===== src/rtl/sslms_pkg.sv =====
package sslms_pkg;
  typedef enum logic {PH_LEVEL = 1'b0, PH_TAP = 1'b1} phase_t;

  function automatic int clamp_int(input int v, input int lo, input int hi);
    if (v > hi) return hi;
    if (v < lo) return lo;
    return v;
  endfunction

  function automatic int iabs(input int v);
    return (v < 0) ? -v : v;
  endfunction
endpackage


===== src/rtl/sslms_level.sv =====
module sslms_level #(
  parameter int W      = 8,
  parameter int STEP_W = 4,
  parameter int INIT   = 32
) (
  input  logic                clk,
  input  logic                rst,
  input  logic                fire,
  input  logic                up,
  input  logic [STEP_W-1:0]   step,
  output logic signed [W-1:0] lev_q
);
  import sslms_pkg::*;
  localparam int HI = 2**(W-1) - 1;
  localparam int LO = -(2**(W-1));

  always_ff @(posedge clk) begin
    if (rst)       lev_q <= W'(INIT);
    else if (fire) lev_q <= W'(clamp_int(int'(lev_q) + (up ? int'(step) : -int'(step)), LO, HI));
  end

  AST_LEV_HOLD: assert property (@(posedge clk) disable iff (rst)
    !fire |=> $stable(lev_q));
  AST_LEV_STEP: assert property (@(posedge clk) disable iff (rst)
    fire |=> (iabs(int'(lev_q) - int'($past(lev_q))) <= int'($past(step))));
endmodule


===== src/rtl/sslms_taps.sv =====
module sslms_taps #(
  parameter int NTAP   = 4,
  parameter int W      = 8,
  parameter int STEP_W = 4,
  parameter int LIM_W  = 11,
  parameter int MAIN   = 0
) (
  input  logic                 clk,
  input  logic                 rst,
  input  logic                 fire,
  input  logic                 err_up,
  input  logic [NTAP-1:0]      dsgn,
  input  logic [STEP_W-1:0]    step,
  input  logic [LIM_W-1:0]     lim,
  output logic [NTAP*W-1:0]    taps_o
);
  import sslms_pkg::*;
  localparam int HI = 2**(W-1) - 1;
  localparam int LO = -(2**(W-1));

  logic signed [W-1:0] w_q    [NTAP];
  logic signed [W-1:0] w_prop [NTAP];
  logic signed [W-1:0] w_next [NTAP];
  int sum_prop, other_sum, cur_sum;

  // proposed sign-sign step, saturated, then trim main tap to the budget
  always_comb begin
    int trim, mag;
    sum_prop = 0;
    for (int k = 0; k < NTAP; k++) begin
      w_prop[k] = W'(clamp_int(int'(w_q[k]) + ((dsgn[k] == err_up) ? int'(step) : -int'(step)), LO, HI));
      sum_prop  = sum_prop + iabs(int'(w_prop[k]));
      w_next[k] = w_prop[k];
    end
    other_sum = sum_prop - iabs(int'(w_prop[MAIN]));
    trim = (sum_prop > int'(lim)) ? sum_prop - int'(lim) : 0;
    mag  = iabs(int'(w_prop[MAIN]));
    mag  = (mag > trim) ? mag - trim : 0;
    w_next[MAIN] = (w_prop[MAIN] < 0) ? W'(-mag) : W'(mag);
  end

  for (genvar k = 0; k < NTAP; k++) begin : g_tap
    always_ff @(posedge clk) begin
      if (rst)       w_q[k] <= (k == MAIN) ? W'(HI) : '0;
      else if (fire) w_q[k] <= w_next[k];
    end
    assign taps_o[k*W +: W] = w_q[k];
  end

  always_comb begin
    cur_sum = 0;
    for (int k = 0; k < NTAP; k++) cur_sum = cur_sum + iabs(int'(w_q[k]));
  end

  AST_AMP_LIMIT: assert property (@(posedge clk) disable iff (rst)
    (fire && other_sum <= int'(lim)) |=> (cur_sum <= int'($past(lim))));
  AST_TAP_HOLD: assert property (@(posedge clk) disable iff (rst)
    !fire |=> $stable(taps_o));
endmodule


===== src/rtl/sslms_adapt.sv =====
module sslms_adapt #(
  parameter int NTAP     = 4,
  parameter int W        = 8,
  parameter int STEP_W   = 4,
  parameter int LEV_INIT = 32,
  localparam int LIM_W   = W + $clog2(NTAP) + 1
) (
  input  logic                clk,
  input  logic                rst,
  input  logic                en,
  input  logic                pr_mode,
  input  logic [STEP_W-1:0]   lev_step,
  input  logic [STEP_W-1:0]   tap_step,
  input  logic [LIM_W-1:0]    amp_lim,
  input  logic                s_valid,
  output logic                s_ready,
  input  logic [NTAP-1:0]     s_hist,
  input  logic                s_err,
  output logic [NTAP*W-1:0]   taps_o,
  output logic signed [W-1:0] lev_o,
  output logic signed [W-1:0] lev_lo_o,
  output logic signed [W-1:0] alpha_o
);
  import sslms_pkg::*;

  phase_t phase_q;
  logic   take, fire_hi, fire_lo, fire_tap;

  assign s_ready = en;
  assign take    = s_valid && s_ready;

  // level qualifiers: current MSB alone, or (current, previous) MSB pair
  assign fire_hi  = take && (pr_mode ? (phase_q == PH_LEVEL && s_hist[0] && s_hist[1])
                                     : s_hist[0]);
  assign fire_lo  = take && pr_mode && phase_q == PH_LEVEL && !s_hist[0] && s_hist[1];
  assign fire_tap = take && (!pr_mode || phase_q == PH_TAP);

  always_ff @(posedge clk) begin
    if (rst || !pr_mode) phase_q <= PH_LEVEL;
    else if (take)       phase_q <= (phase_q == PH_LEVEL) ? PH_TAP : PH_LEVEL;
  end

  sslms_level #(.W(W), .STEP_W(STEP_W), .INIT(LEV_INIT)) u_lev_hi (
    .clk(clk), .rst(rst), .fire(fire_hi), .up(s_err), .step(lev_step), .lev_q(lev_o));

  sslms_level #(.W(W), .STEP_W(STEP_W), .INIT(LEV_INIT)) u_lev_lo (
    .clk(clk), .rst(rst), .fire(fire_lo), .up(s_err), .step(lev_step), .lev_q(lev_lo_o));

  sslms_taps #(.NTAP(NTAP), .W(W), .STEP_W(STEP_W), .LIM_W(LIM_W), .MAIN(0)) u_taps (
    .clk(clk), .rst(rst), .fire(fire_tap), .err_up(s_err), .dsgn(s_hist),
    .step(tap_step), .lim(amp_lim), .taps_o(taps_o));

  assign alpha_o = W'((int'(lev_o) - int'(lev_lo_o)) >>> 1);

  AST_PR_ONE_LOOP: assert property (@(posedge clk) disable iff (rst)
    pr_mode |-> !((fire_hi || fire_lo) && fire_tap));
  AST_LO_NORMAL_HOLD: assert property (@(posedge clk) disable iff (rst)
    (!pr_mode && !$past(pr_mode)) |-> $stable(lev_lo_o));
  AST_PHASE_TOGGLE: assert property (@(posedge clk) disable iff (rst)
    (pr_mode && take) |=> (!pr_mode || phase_q != $past(phase_q) || $past(rst)));
endmodule


===== config.mk =====
export PLATFORM = sky130hd
export DESIGN_NAME = sslms_adapt
export DESIGN_NICKNAME = d
export VERILOG_FILES = /design/src/rtl/sslms_pkg.sv /design/src/rtl/sslms_level.sv /design/src/rtl/sslms_taps.sv /design/src/rtl/sslms_adapt.sv
export SDC_FILE = /design/constraint.sdc
export NUM_CORES = 1
export LEC_CHECK = 0
export BUFFER_PORTS_ARGS = -buffer_cell sky130_fd_sc_hd__buf_4
export CORE_ASPECT_RATIO = 2
export CORE_MARGIN = 5
export CORE_UTILIZATION = 50
export DETAILED_ROUTE_END_ITERATION = 12
export GPL_ROUTABILITY_DRIVEN = 0
export GPL_TIMING_DRIVEN = 0
export PLACE_DENSITY = 0.68
export REMOVE_ABC_BUFFERS = 1
export SYNTH_ARGS = -nofsm -noshare
export SYNTH_HDL_FRONTEND = slang
export SYNTH_SLANG_ARGS = --single-unit

===== constraint.sdc =====
create_clock -name clk -period 17.8 [get_ports clk]
set_input_delay 3.56 -clock clk [delete_from_list [all_inputs] [get_ports clk]]
set_output_delay 3.56 -clock clk [all_outputs]
set_load 0.005 [all_outputs]

# --- Word level (Yosys, flattened, before mapping) ---
# Memory sizes are Yosys's and may differ from the RTL's.
# Index checks and enable logic that the tools add are counted.
# Widths: inputs -> output; s select.
totals:
  ff_bits: 17
  latchBits: 0
  mem_bits_rw: 32
  mem_bits_ro: 0
  input_bits: 29
  output_inout_bits: 57
  word_cells: 136
  mem_count: 1
op_classes:
  n_addsub: 19
  mul: 0
  div: 0
  n_lt_le_gt_ge: 18
  eq_ne: 4
  n_shift: 0
  muxes: 73
  bitwise: 5
  n_reduce_logical: 13
memory_table:
  columns: ["name", "depth", "width", "rd", "rd_clocked_by_memory_dff", "wr", "line_no", "source"]
  rows:
  - ["u_taps.w_q", 4, 8, 4, 0, 4, "sslms_taps.sv:21", "logic signed [W-1:0] w_q [NTAP];"]
ops:
  columns: ["cell", "count"]
  rows:
  - ["$mux 32", 10]
  - ["$add 8x32->32", 6]
  - ["$gt 32x8->1 const B", 6]
  - ["$lt 32x8->1 const B", 6]
  - ["$mux 8", 24]
  - ["$neg 8->32", 4]
  - ["$add 32x32->32", 3]
  - ["$neg 4->32", 2]
  - ["$mux 7", 6]
  - ["$mux 1", 33]
  - ["$gt 32x12->1", 1]
  - ["$gt 32x32->1", 1]
  - ["$lt 8x1->1 const B", 4]
  - ["$sub 32x12->32", 1]
  - ["$logic_and 1x1->1", 9]
  - ["$sub 8x8->9", 1]
  - ["$neg 8->8", 1]
  - ["$sub 8x8->8", 1]
  - ["$eq 1x1->1", 4]
  - ["$or 1x1->1", 4]
  - ["$logic_not 1->1", 2]
  - ["$logic_or 1x1->1", 2]
  - ["$not 1->1", 1]

# --- Logic depth before layout (Yosys ltp) ---
logic_depth:
  word_depth: 20
  mapped_depth: 56
  depth_no_buf: 54

# --- By module ---
# A second synthesis with hierarchy kept.
unflattened:
  cells_unflattened: 1609
  area_unflattened_um2: 12335.6
by_module_without_submodules:
  columns: ["module", "n_inst", "cells_each", "area_per_inst_um2", "seq_area_each_um2"]
  rows:
  - ["sslms_taps", 1, 1306, 9890.7, 960.9]
  - ["sslms_level", 2, 118, 991.0, 160.2]
  - ["sslms_adapt", 1, 67, 462.9, 20.0]

# --- Least setup slack after synthesis ---
# No wires, ideal clock.
synth_path:
  path_kind: "input to register"
  startpoint: "input s_err"
  endpoint: "memory u_taps.w_q[0][6] (data pin)"
  setup_time_ns: 0.165
  t_arrival_ns: 14.238
  t_required_ns: 17.635
  setup_slack_ns: 3.397
  path_stages: 54
  n_path_buf: 2
  path_cell_list: "buf_2 -> xnor2_1 -> mux2_2 -> inv_1 -> fa_1 -> nor2b_1 -> o21ai_0 -> a21oi_1 -> o311ai_1 -> a31oi_1 -> o41a_1 -> or4_1 -> buf_2 -> a21oi_1 -> nor2_1 -> ha_1 -> nand2_1 -> nor2_1 -> [18 not listed] -> a211oi_2 -> nor4b_1 -> nor3_1 -> ha_1 -> fa_1 -> inv_1 -> a21oi_1 -> o21bai_1 -> a221oi_1 -> o221ai_1 -> nand2_1 -> a41oi_1 -> nand2b_1 -> ha_1 -> nand4_1 -> o21bai_1 -> mux2_2 -> o221ai_1"
synth_lines:
  columns: ["element", "line_no", "source"]
  rows:
  - ["from (decl)", "sslms_adapt.sv:18", "input logic s_err,"]
  - ["to (decl)", "sslms_taps.sv:21", null]

==> qor.txt <==
status = finished, final reports clean
vias per inst = 5.908
vias in the first global route = 12470
first-pass GRT wire length = 57390 um
sequential fraction of the synthesis area = 0.1058
Post-route DRC = 0
IO buf count = 85
ANT nets after route = 0
CTS Buf Count = 5
TritonCTS clock tree = done
Cells after Synth = 1591
min Tclk post-route = 16.61 ns
largest net degree at the start of global routing = 29
P&R area growth vs syn = 11.43%
CP endpoint kind = register
initial DRC count = 517
Crit Path Category = in2reg
Avg WL per Cell = 16.83 um
drt total wl = 34800 um
Req. time, crit path = 17.77 ns
Max Freq = 0.06019 GHz
core area = 0.02442 sq mm
H-Tree Depth = 2
GRT Total Usage = 0.2485
RSZ-0062 raised after global routing = false
io pins = 86
worst hold path class = reg2reg
HPWL after DPL = 29480 um
register bit total from synthesis = 49
post-CTS sizing = 0
synthesis warning total = 0
crit-path max cell delay = 0.87 ns
post-route clock period utilization = 0.9333
critical-path maximum fanout = 11
clock buffer depth = 2
Cell Rows = 81
crit path max-delay cell type = nor4b_1
initial antenna violation count = 0
ys async rst share = 0
most frequent cells in the layout = inv_1 (179), ha_1 (144), nor2_1 (127)
TritonRoute pass-1 iters = 5
Clock Pin Slew Worst Setup and Hold Paths = 0.07 ns
Post-synth EDFFs = 32
via count = 12210
die area = 0.02803 sq mm
Clock Skew = 0.007506 ns
CP startpoint kind = input pin
R2R depth = 50
net count reported at finish = 1971
Seq. cell area = 0.001301 sq mm
Setup WS post-layout = 1.187 ns
clk_lat worst skew = 0.31 ns
post-CTS setup buffers = 0
worst hold path cell count = 2
Main synth FF type = edfxtp_1
Clock Sinks = 49
synth unique cells = 94
mapped cell area = 0.01230 sq mm
hold buffers post-CTS = 0
final setup vio count = 0
worst endpoint data arrival time = 16.58 ns
DIE WIDTH = 120.9 um
CTS root buffer = clkbuf_16
CP dominant cell by count = a21oi_1
Fin. Hold Viols = 0
Die Ht = 231.8 um
multi-input logic area = 0.01050 sq mm
Avg Cell Area, Syn = 7.733 sq um
fraction of layout cells with a size suffix above 1 = 0.08876
Worst Tran Pin Value = 1.137 ns
final setup TNS = 0 ns
Max Cap Viol = 0
Starting Density = 0.5037
Setup Slack @ Placement = 0.7653 ns
Slew Viols, Final = 0
commonest non-fill, non-tap cell in the layout = inv_1
fillers = 2433
Slew Limit Headroom = 0.2314
total grt overflow = 0
Inserted Diodes = 0
Yosys cell counts, types with 12 or more instances:
| master | number | area (sq um) |
|---|---|---|
| inv_1 | 179 | 671.9 |
| ha_1 | 144 | 1802 |
| nor2_1 | 127 | 476.7 |
| a21oi_1 | 118 | 590.6 |
| o21ai_0 | 98 | 490.5 |
| nand2_1 | 87 | 326.6 |
| fa_1 | 64 | 1281 |
| xnor2_1 | 59 | 516.8 |
| nand3_1 | 49 | 245.2 |
| xor2_1 | 49 | 429.2 |
| a21o_1 | 47 | 352.8 |
| clkbuf_1 | 38 | 142.6 |
| edfxtp_1 | 32 | 960.9 |
| nor3_1 | 32 | 160.2 |
| o211ai_1 | 28 | 210.2 |
| a31oi_1 | 25 | 156.4 |
| nor2b_1 | 23 | 143.9 |
| nand2b_1 | 22 | 137.6 |
| nand4_1 | 21 | 131.4 |
| and2_1 | 20 | 125.1 |
| o21a_1 | 19 | 142.6 |
| a211oi_1 | 18 | 135.1 |
| dfxtp_1 | 17 | 340.3 |
| mux2_2 | 16 | 180.2 |
| o31ai_1 | 16 | 120.1 |
| or3_1 | 16 | 100.1 |
| and3_1 | 14 | 87.58 |
| a21boi_0 | 12 | 90.09 |
routing by layer:
| layer | up-vias | track usage | part of all wire |
|---|---|---|---|
| met2 | 332 | 0.4882 | 0.55 |
| met4 | 0 | 0.1979 | 0.090 |
| met1 | 5749 | 0.2224 | 0.33 |
| met5 | - | 0 | 0 |
| met3 | 165 | 0.02243 | 0.030 |
| li1 | 5965 | - | - |
flip-flops by register name (all words and copies together), names as in the netlist:
signal and cells:
phase_q 1, u_lev_hi.lev_q 8, u_lev_lo.lev_q 8, u_taps.w_q 32
final cells by class:
class | count | area share
Multi-Input combinational cell | 1412 | 0.7657
Sequential cell | 49 | 0.09492
Inverter | 180 | 0.04928
Timing Repair Buffer | 86 | 0.04855
Tap cell | 332 | 0.03030
Clock buffer | 6 | 0.01013
Clock inverter | 2 | 0.001095
metrics by stage:
| step | cells | area (sq um) | hold WS (ns) | util |
|---|---|---|---|---|
| 3_5_place_dp | 2059 | 13550 | 0.4946 | 0.5548 |
| 2_1_floorplan | 1641 | 12450 | 0.4751 | - |
| 6_report | 2067 | 13710 | 0.5134 | 0.5613 |
| 5_1_grt | 2067 | 13710 | 0.5325 | 0.5613 |
| 3_3_place_gp | 2058 | 13510 | 0.4876 | 0.5530 |
| 4_1_cts | 2067 | 13710 | 0.5164 | 0.5611 |
final timing paths:
| kind | from | end | slack, ns |
|---|---|---|---|
| max | s_err | u_taps.w_q[0][2]$_SDFFCE_PN1P_ | 1.19 |
| min | u_lev_hi.lev_q[0]$_SDFFE_PP0P_ | u_lev_hi.lev_q[0]$_SDFFE_PP0P_ | 0.51 |
| max reg2reg | u_taps.w_q[3][0]$_SDFFCE_PN0P_ | u_taps.w_q[0][2]$_SDFFCE_PN1P_ | 5.23 |
| min reg2reg | u_lev_hi.lev_q[0]$_SDFFE_PP0P_ | u_lev_hi.lev_q[0]$_SDFFE_PP0P_ | 0.51 |
critical path, delay by kind of cell:
family                     cells  cell delay, ns
adders and majority gates      9            3.30
AOI/OAI and AO/OA             21            5.04
xor gates and xnor gates       3            1.10
buffers and inverters          4            0.36
and+or+nand+nor               15            3.19
cells by family after synthesis:
kind of cell | Yosys count | synth area share
simple gates | 475 | 0.1995
compound gates | 494 | 0.2705
mux | 22 | 0.01953
xor+xnor | 109 | 0.07821
other cells | 2 | 0.0006104
fa+ha+maj | 211 | 0.2530
flops | 49 | 0.1058
buf+inv | 229 | 0.07282
Power is not shown: default switching activity piles up to over one toggle a cycle in this logic, so the estimate is an artifact.
